===== config.mk =====
export PLATFORM = sky130hd
export DESIGN_NAME = mmode_timer16
export DESIGN_NICKNAME = d
export VERILOG_FILES = /design/src/rtl/tmr_pkg.sv /design/src/rtl/tmr_edge_sync.sv /design/src/rtl/tmr_prescale.sv /design/src/rtl/mmode_timer16.sv
export SDC_FILE = /design/constraint.sdc
export NUM_CORES = 1
export LEC_CHECK = 0
export BUFFER_PORTS_ARGS = -buffer_cell sky130_fd_sc_hd__buf_2
export CELL_PAD_IN_SITES_DETAIL_PLACEMENT = 1
export CELL_PAD_IN_SITES_GLOBAL_PLACEMENT = 2
export CORE_MARGIN = 1.5
export CORE_UTILIZATION = 36
export CTS_CLUSTER_SIZE = 8
export DETAILED_ROUTE_END_ITERATION = 8
export PLACE_DENSITY_LB_ADDON = 0.3
export SYNTH_ARGS = -nofsm -noshare
export SYNTH_HDL_FRONTEND = slang
export SYNTH_SLANG_ARGS = --single-unit

===== constraint.sdc =====
create_clock -name clk -period 3.1 [get_ports clk]
set_input_delay 0.31 -clock clk [delete_from_list [all_inputs] [get_ports clk]]
set_output_delay 0.31 -clock clk [all_outputs]
set_load 0.03 [all_outputs]

===== src/rtl/tmr_pkg.sv =====
package tmr_pkg;

    typedef enum logic [2:0] {
        REG_CNT_LO = 3'd0,
        REG_CNT_HI = 3'd1,
        REG_RLD_LO = 3'd2,
        REG_RLD_HI = 3'd3,
        REG_FLAGS  = 3'd4
    } tmr_reg_e;

    localparam int FLAG_OVF_BIT = 0;
    localparam int FLAG_EXT_BIT = 1;

endpackage


===== src/rtl/tmr_edge_sync.sv =====
module tmr_edge_sync (
    input  logic clk,
    input  logic rst_n,
    input  logic pin,
    output logic level,
    output logic prev
);
    logic [2:0] sh_d, sh_q;

    always_comb begin
        sh_d = {sh_q[1:0], pin};
    end

    always_ff @(posedge clk or negedge rst_n) begin
        if (!rst_n) sh_q <= 3'b111;
        else        sh_q <= sh_d;
    end

    assign level = sh_q[1];
    assign prev  = sh_q[2];
endmodule


===== src/rtl/tmr_prescale.sv =====
module tmr_prescale #(
    parameter int MC_DIV = 12,
    parameter int ST_DIV = 2
) (
    input  logic clk,
    input  logic rst_n,
    input  logic run,
    input  logic fast,
    output logic tick
);
    localparam int MAXD = (MC_DIV > ST_DIV) ? MC_DIV : ST_DIV;
    localparam int PW   = $clog2(MAXD + 1);
    localparam logic [PW-1:0] LIM_SLOW = PW'(MC_DIV - 1);
    localparam logic [PW-1:0] LIM_FAST = PW'(ST_DIV - 1);

    logic [PW-1:0] pre_d, pre_q;
    logic [PW-1:0] lim;

    always_comb begin
        lim   = fast ? LIM_FAST : LIM_SLOW;
        tick  = 1'b0;
        pre_d = pre_q;
        if (!run) begin
            pre_d = '0;
        end else if (pre_q >= lim) begin
            pre_d = '0;
            tick  = 1'b1;
        end else begin
            pre_d = pre_q + PW'(1);
        end
    end

    always_ff @(posedge clk or negedge rst_n) begin
        if (!rst_n) pre_q <= '0;
        else        pre_q <= pre_d;
    end
endmodule


===== src/rtl/mmode_timer16.sv =====
module mmode_timer16 #(
    parameter int HALF_W = 8,
    parameter int MC_DIV = 12,
    parameter int ST_DIV = 2
) (
    input  logic              clk,
    input  logic              rst_n,
    input  logic              run_en,
    input  logic              cnt_sel,
    input  logic              updn_en,
    input  logic              ext_en,
    input  logic              baud_en,
    input  logic              clkout_en,
    input  logic              cnt_pin,
    input  logic              ext_pin,
    input  logic              wr_en,
    input  logic [2:0]        wr_addr,
    input  logic [HALF_W-1:0] wr_data,
    input  logic [2:0]        rd_addr,
    output logic [HALF_W-1:0] rd_data,
    output logic              ovf_flag,
    output logic              ext_flag,
    output logic              baud_tick,
    output logic              clk_out
);
    import tmr_pkg::*;

    localparam int CNT_W   = 2 * HALF_W;
    localparam int NPINS   = 2;
    localparam int PIN_CNT = 0;
    localparam int PIN_EXT = 1;

    typedef struct packed {
        logic [CNT_W-1:0] cnt;
        logic [CNT_W-1:0] rld;
        logic             ovf;
        logic             ext;
        logic             btick;
        logic             cko;
    } tmr_state_t;

    tmr_state_t st_d, st_q;

    // Pin synchronizers: one per external input
    logic [NPINS-1:0] pin_vec, lvl_vec, prv_vec, fall_vec;
    assign pin_vec[PIN_CNT] = cnt_pin;
    assign pin_vec[PIN_EXT] = ext_pin;

    for (genvar gi = 0; gi < NPINS; gi++) begin : g_sync
        tmr_edge_sync u_sync (
            .clk   (clk),
            .rst_n (rst_n),
            .pin   (pin_vec[gi]),
            .level (lvl_vec[gi]),
            .prev  (prv_vec[gi])
        );
        assign fall_vec[gi] = prv_vec[gi] & ~lvl_vec[gi];
    end

    // Mode decode
    logic cko_act, fast_mode, updn_act, pre_tick, step;
    assign cko_act   = clkout_en & ~cnt_sel;
    assign fast_mode = baud_en | cko_act;
    assign updn_act  = updn_en & ~fast_mode;

    tmr_prescale #(
        .MC_DIV (MC_DIV),
        .ST_DIV (ST_DIV)
    ) u_pre (
        .clk   (clk),
        .rst_n (rst_n),
        .run   (run_en & ~cnt_sel),
        .fast  (fast_mode),
        .tick  (pre_tick)
    );

    assign step = run_en & (cnt_sel ? fall_vec[PIN_CNT] : pre_tick);

    always_comb begin
        st_d       = st_q;
        st_d.btick = 1'b0;

        if (step) begin
            if (updn_act && !lvl_vec[PIN_EXT]) begin
                // down count: wrap at reload value to all-ones
                if (st_q.cnt == st_q.rld) begin
                    st_d.cnt = '1;
                    st_d.ovf = 1'b1;
                    st_d.ext = ~st_q.ext;
                end else begin
                    st_d.cnt = st_q.cnt - CNT_W'(1);
                end
            end else if (st_q.cnt == {CNT_W{1'b1}}) begin
                st_d.cnt = st_q.rld;
                if (fast_mode) begin
                    st_d.btick = baud_en;
                    if (cko_act) st_d.cko = ~st_q.cko;
                end else begin
                    st_d.ovf = 1'b1;
                    if (updn_act) st_d.ext = ~st_q.ext;
                end
            end else begin
                st_d.cnt = st_q.cnt + CNT_W'(1);
            end
        end

        if (ext_en && !updn_act && fall_vec[PIN_EXT]) begin
            st_d.ext = 1'b1;
        end

        if (wr_en) begin
            case (wr_addr)
                REG_CNT_LO: st_d.cnt[HALF_W-1:0]     = wr_data;
                REG_CNT_HI: st_d.cnt[CNT_W-1:HALF_W] = wr_data;
                REG_RLD_LO: st_d.rld[HALF_W-1:0]     = wr_data;
                REG_RLD_HI: st_d.rld[CNT_W-1:HALF_W] = wr_data;
                REG_FLAGS: begin
                    st_d.ovf = wr_data[FLAG_OVF_BIT];
                    st_d.ext = wr_data[FLAG_EXT_BIT];
                end
                default: ;
            endcase
        end
    end

    always_ff @(posedge clk or negedge rst_n) begin
        if (!rst_n) st_q <= '0;
        else        st_q <= st_d;
    end

    always_comb begin
        rd_data = '0;
        case (rd_addr)
            REG_CNT_LO: rd_data = st_q.cnt[HALF_W-1:0];
            REG_CNT_HI: rd_data = st_q.cnt[CNT_W-1:HALF_W];
            REG_RLD_LO: rd_data = st_q.rld[HALF_W-1:0];
            REG_RLD_HI: rd_data = st_q.rld[CNT_W-1:HALF_W];
            REG_FLAGS: begin
                rd_data[FLAG_OVF_BIT] = st_q.ovf;
                rd_data[FLAG_EXT_BIT] = st_q.ext;
            end
            default: rd_data = '0;
        endcase
    end

    assign ovf_flag  = st_q.ovf;
    assign ext_flag  = st_q.ext;
    assign baud_tick = st_q.btick;
    assign clk_out   = st_q.cko;
endmodule


# Yosys cells after proc, flatten, opt, wreduce, memory -nomap -nowiden
# Index checks and enable logic that the tools add are counted.
[op_classes]
bitwise = 14
add_sub_neg = 3
reduce_logical = 10
magnitude_cmp = 1
n_mux = 28
eq_ne = 10
n_shift = 0
mul = 0
n_div = 0
[ops]
columns = ["op", "count"]
rows = [
  ["$mux 16", 4],
  ["$mux 34", 1],
  ["$mux 8", 4],
  ["$pmux 6 s4", 1],
  ["$mux 4", 5],
  ["$add 16x1->16 const B", 1],
  ["$eq 16x16->1", 1],
  ["$eq 16x16->1 const B", 1],
  ["$sub 16x1->16 const B", 1],
  ["$eq 3x2->1 const B", 4],
  ["$mux 2", 6],
  ["$pmux 2 s5", 1],
  ["$not 1->1", 7],
  ["$and 1x1->1", 6],
  ["$eq 3x1->1 const B", 2],
  ["$eq 3x3->1 const B", 2],
  ["$logic_not 3->1", 2],
  ["$mux 1", 6],
  ["$reduce_and 5->1", 1],
  ["$add 4x1->4 const B", 1],
  ["$ge 4x4->1", 1],
  ["$reduce_and 2->1", 2],
  ["$logic_and 1x1->1", 3],
  ["$logic_not 1->1", 2],
  ["$or 1x1->1", 1],
]
[word_totals]
memories = 0
rom_bits = 0
register_bits = 46
latch_bits = 0
input_bits = 25
elab_cells = 76
out_inout_bits = 12
mem_bits_rw = 0

# Depth between registers and ports, before layout
[depth]
depth_word = 13
depth_mapped = 11
mapped_depth_nobuf = 9

# Cells and area by module
# From an unflattened synthesis, not the netlist that was laid out.
[hier_totals]
hier_cells = 372
hier_area_um2 = 3475.8
[by_module_without_submodules]
columns = ["module", "n_inst", "cells_each", "seq_area_each_um2", "area_per_inst_um2"]
rows = [
  ["mmode_timer16", 1, 345, 900.9, 3096.7],
  ["tmr_prescale", 1, 21, 100.1, 221.5],
  ["tmr_edge_sync", 2, 3, 78.8, 78.8],
]

# Worst setup path before layout
# OpenSTA, ideal clock, no wires.
[synth_path]
path_kind = "flip-flop to flip-flop"
startpoint = "register st_q[20] (netlist name)"
endpoint = "register st_q (netlist bit ext_flag)"
setup_ns = 0.126
required_time_ns = 2.974
stages_incl_launch_ff = 8
path_buffers = 1
synth_period_minus_slack_ns = 2.210
setup_slack_ns = 0.890
t_arrival_ns = 2.084
cell_sequence = "dfrtp_1 -> ha_1 -> nand4_1 -> or4_1 -> buf_2 -> mux2_4 -> o31a_1 -> o32a_1"
[synth_lines]
columns = ["item", "line", "rtl"]
rows = [
  ["start: declaration", "mmode_timer16.sv:42", "tmr_state_t st_d, st_q;"],
  ["start signal: assignment", "mmode_timer16.sv:128", "else st_q <= st_d;"],
]

==> qor.csv <==
metric,value,unit
status,finished with violations,
failing checks,DRC,
Achievable Freq,405,MHz
sum of net half-perimeters after detailed placement,8010,microns
total iterations of the first detailed-routing run,6,
syn nets,402,
slowest cell delay on critical path,560,ps
buffers inserted by post-CTS timing repair,0,
asr flop ratio synth,100,%
post-route clock period utilization,79.7,%
fin nets,422,
cell repeated most along the worst path,o221ai_1,
clk buf depth,2,
sequential area share after synthesis,35.2,%
Initial Utilization,37.4,%
unrepaired setup endpoints after global routing,false,
data required time of the worst path,3320,ps
Core Footprint,8810,sq um
source-to-sink clock delay at the later pin of the worst-skew pair,320,ps
final setup margin,630,ps
width of the chip,98.7,microns
Slew Limit Headroom,50.6,%
power density normalized to cell area,600,nW/um^2
max-cap viol count,0,
leak pwr,0.00152,uW
number of synthesized register bits,46,
Least-Margin Pin Slew,740,ps
global-route wire length before repair,17500,microns
GP Congestion,0.920,
root buffer cell,clkbuf_8,
CTS hold repair buffers,0,
average cell area after synthesis,8.83,sq um
Total Neg Setup Slack,0,ps
gr ovfl total,0,
flip-flop cell with the highest count after synthesis,dfrtp_1,
number of fill cells,1052,
overall routing resource usage,23.6,%
highest fanout seen on the critical path,15,
peak supply drop,247,uV
number of design rule violations left after detail routing,2,
clock tree from TritonCTS,done,
number of antenna repair diodes,0,
instance count of the mapped netlist,373,
number of placement rows,34,
total of warnings raised by yosys,0,
Worst path slowest cell,dfrtp_1,
"Area growth, synth to finish",10.6,%
final setup vio count,0,
synth unique cells,46,
maximum number of pins on one net before global-route repair,33,
mapped cell area,3290,sq um
placed instance area,3550,sq um
via density per instance,5.87,
number of gates given a new drive strength after cts,0,
H-tree levels,2,
total non-filler cell area in the finished layout,3640,sq um
category of the worst setup path launch point,register,
"EDFF count, synth",0,
Inserted Clock Buffers,5,
class of the most critical setup path,register to register,
wire length reported by the detailed router,10900,microns
vias,2949,
Final Hold Violating Endpoints,0,
"commonest cells after routing, fill and taps aside","nor2_1, dfrtp_1, buf_2",
Hold Crit Class,input port to asynchronous set/reset pin,
Die ar.,9730,sq um
sinks on the clock net,46,
via count of the first global-routing pass,2985,
post-route ant nets,0,
cells along the critical path,xor2_1 -> nor4_1 -> nand4_1 -> nand2_1 -> o221ai_1 -> o221ai_1,
final number of max-transition violations,0,
final core occ,41.4,%
layout cell share with drive strength beyond 1,21.8,%
routed wirelength normalized by instance count,21.7,microns
Placement Setup Slack,567,ps
quantity of I/O buffers inserted on ports,36,
drt first-iter violations,153,
minimum clock period after layout,2470,ps
number of antenna violations at the first check in global routing,0,
clock skew,14.4,ps
CP endpoint kind,register,
arrival time of data at the critical path endpoint,2690,ps
clock-pin slew of the registers on the worst-case setup and hold paths,110,ps
DIE HEIGHT,98.7,microns
IO Count,37,
through the flow:
step	instances	hold slack, ps	total power [uW]
6_report	502	46.1	2190
5_1_grt	502	61.0	2330
4_1_cts	502	69.9	2200
3_5_place_dp	494	347	1780
3_3_place_gp	494	345	1750
2_1_floorplan	373	14.4	1530
cell families after synthesis:
group	after synthesis	share of synthesized area (%)
buffers and inverters	41	5.36
multiplexers	24	10.3
XOR/XNOR	41	10.9
AO/OA/AOI/OAI	70	13.8
AND/OR/NAND/NOR	147	23.0
adder cells (fa/ha/maj)	4	1.52
flip-flops	46	35.2
cell type report:
| class | instances | area [sq um] | area share (%) |
|---|---|---|---|
| repair buffers | 47 | 263 | 7.21 |
| inverters | 7 | 26.3 | 0.721 |
| multi-input cells | 286 | 1970 | 53.9 |
| well taps | 108 | 135 | 3.71 |
| clock buffers | 5 | 68.8 | 1.89 |
| clock inverters | 3 | 26.3 | 0.721 |
| flip-flops and latches | 46 | 1160 | 31.8 |
state kept, by name (all words and copies together), names as in the netlist:
register	count
clk_out	1
st_q	32
ovf_flag	1
baud_tick	1
ext_flag	1
u_pre.pre_q	4
g_sync.u_sync.sh_q	6
power by group:
part / internal [uW] / total [uW] / switching [uW]
Combinational: 362 / 772 / 410
Clock: 168 / 412 / 244
Sequential: 718 / 1000 / 285
path summary, 6_finish.rpt:
kind                                          start                        to  slack [ps]  cells after the start
max                                        st_q[22]                  st_q[27]         630                      6
min                                           rst_n                   st_q[6]          50                      1
max reg2reg                                st_q[22]                  st_q[27]         630                      6
min reg2reg                g_sync[1].u_sync.sh_q[0]  g_sync[1].u_sync.sh_q[1]         360                      0
max in group asynchronous                     rst_n                  st_q[26]        2360                      2
min in group clk                            ext_pin  g_sync[1].u_sync.sh_q[0]          80                      1
Yosys cell counts, types with 9 or more instances:
library cell / number / area, sq um
a21oi_1: 18 / 90.1
a31oi_1: 12 / 75.1
clkbuf_1: 23 / 86.3
dfrtp_1: 40 / 1000
mux2_2: 15 / 169
nand2_1: 28 / 105
nand3_1: 19 / 95.1
nand4_1: 9 / 56.3
nor2_1: 40 / 150
nor2b_1: 9 / 56.3
nor3_1: 9 / 45.0
o211ai_1: 11 / 82.6
xor2_1: 34 / 298
layer usage:
layer  vias up  part of all wire (%)  global-route usage, %
li1       1381                     -                      -
met1      1472                    47                   33.6
met2        84                    47                   38.1
met3        12                   4.8                   2.77
met4         0                   1.3                   6.37
met5         -                     0                      0
critical path: cells and delay by family, from the launching register on:
family | cells | cell delay [ps]
AND/OR/NAND/NOR | 3 | 1170
flip-flops | 1 | 560
AO/OA/AOI/OAI | 2 | 420
XOR/XNOR | 1 | 230
(Power assumes the default switching activity.)
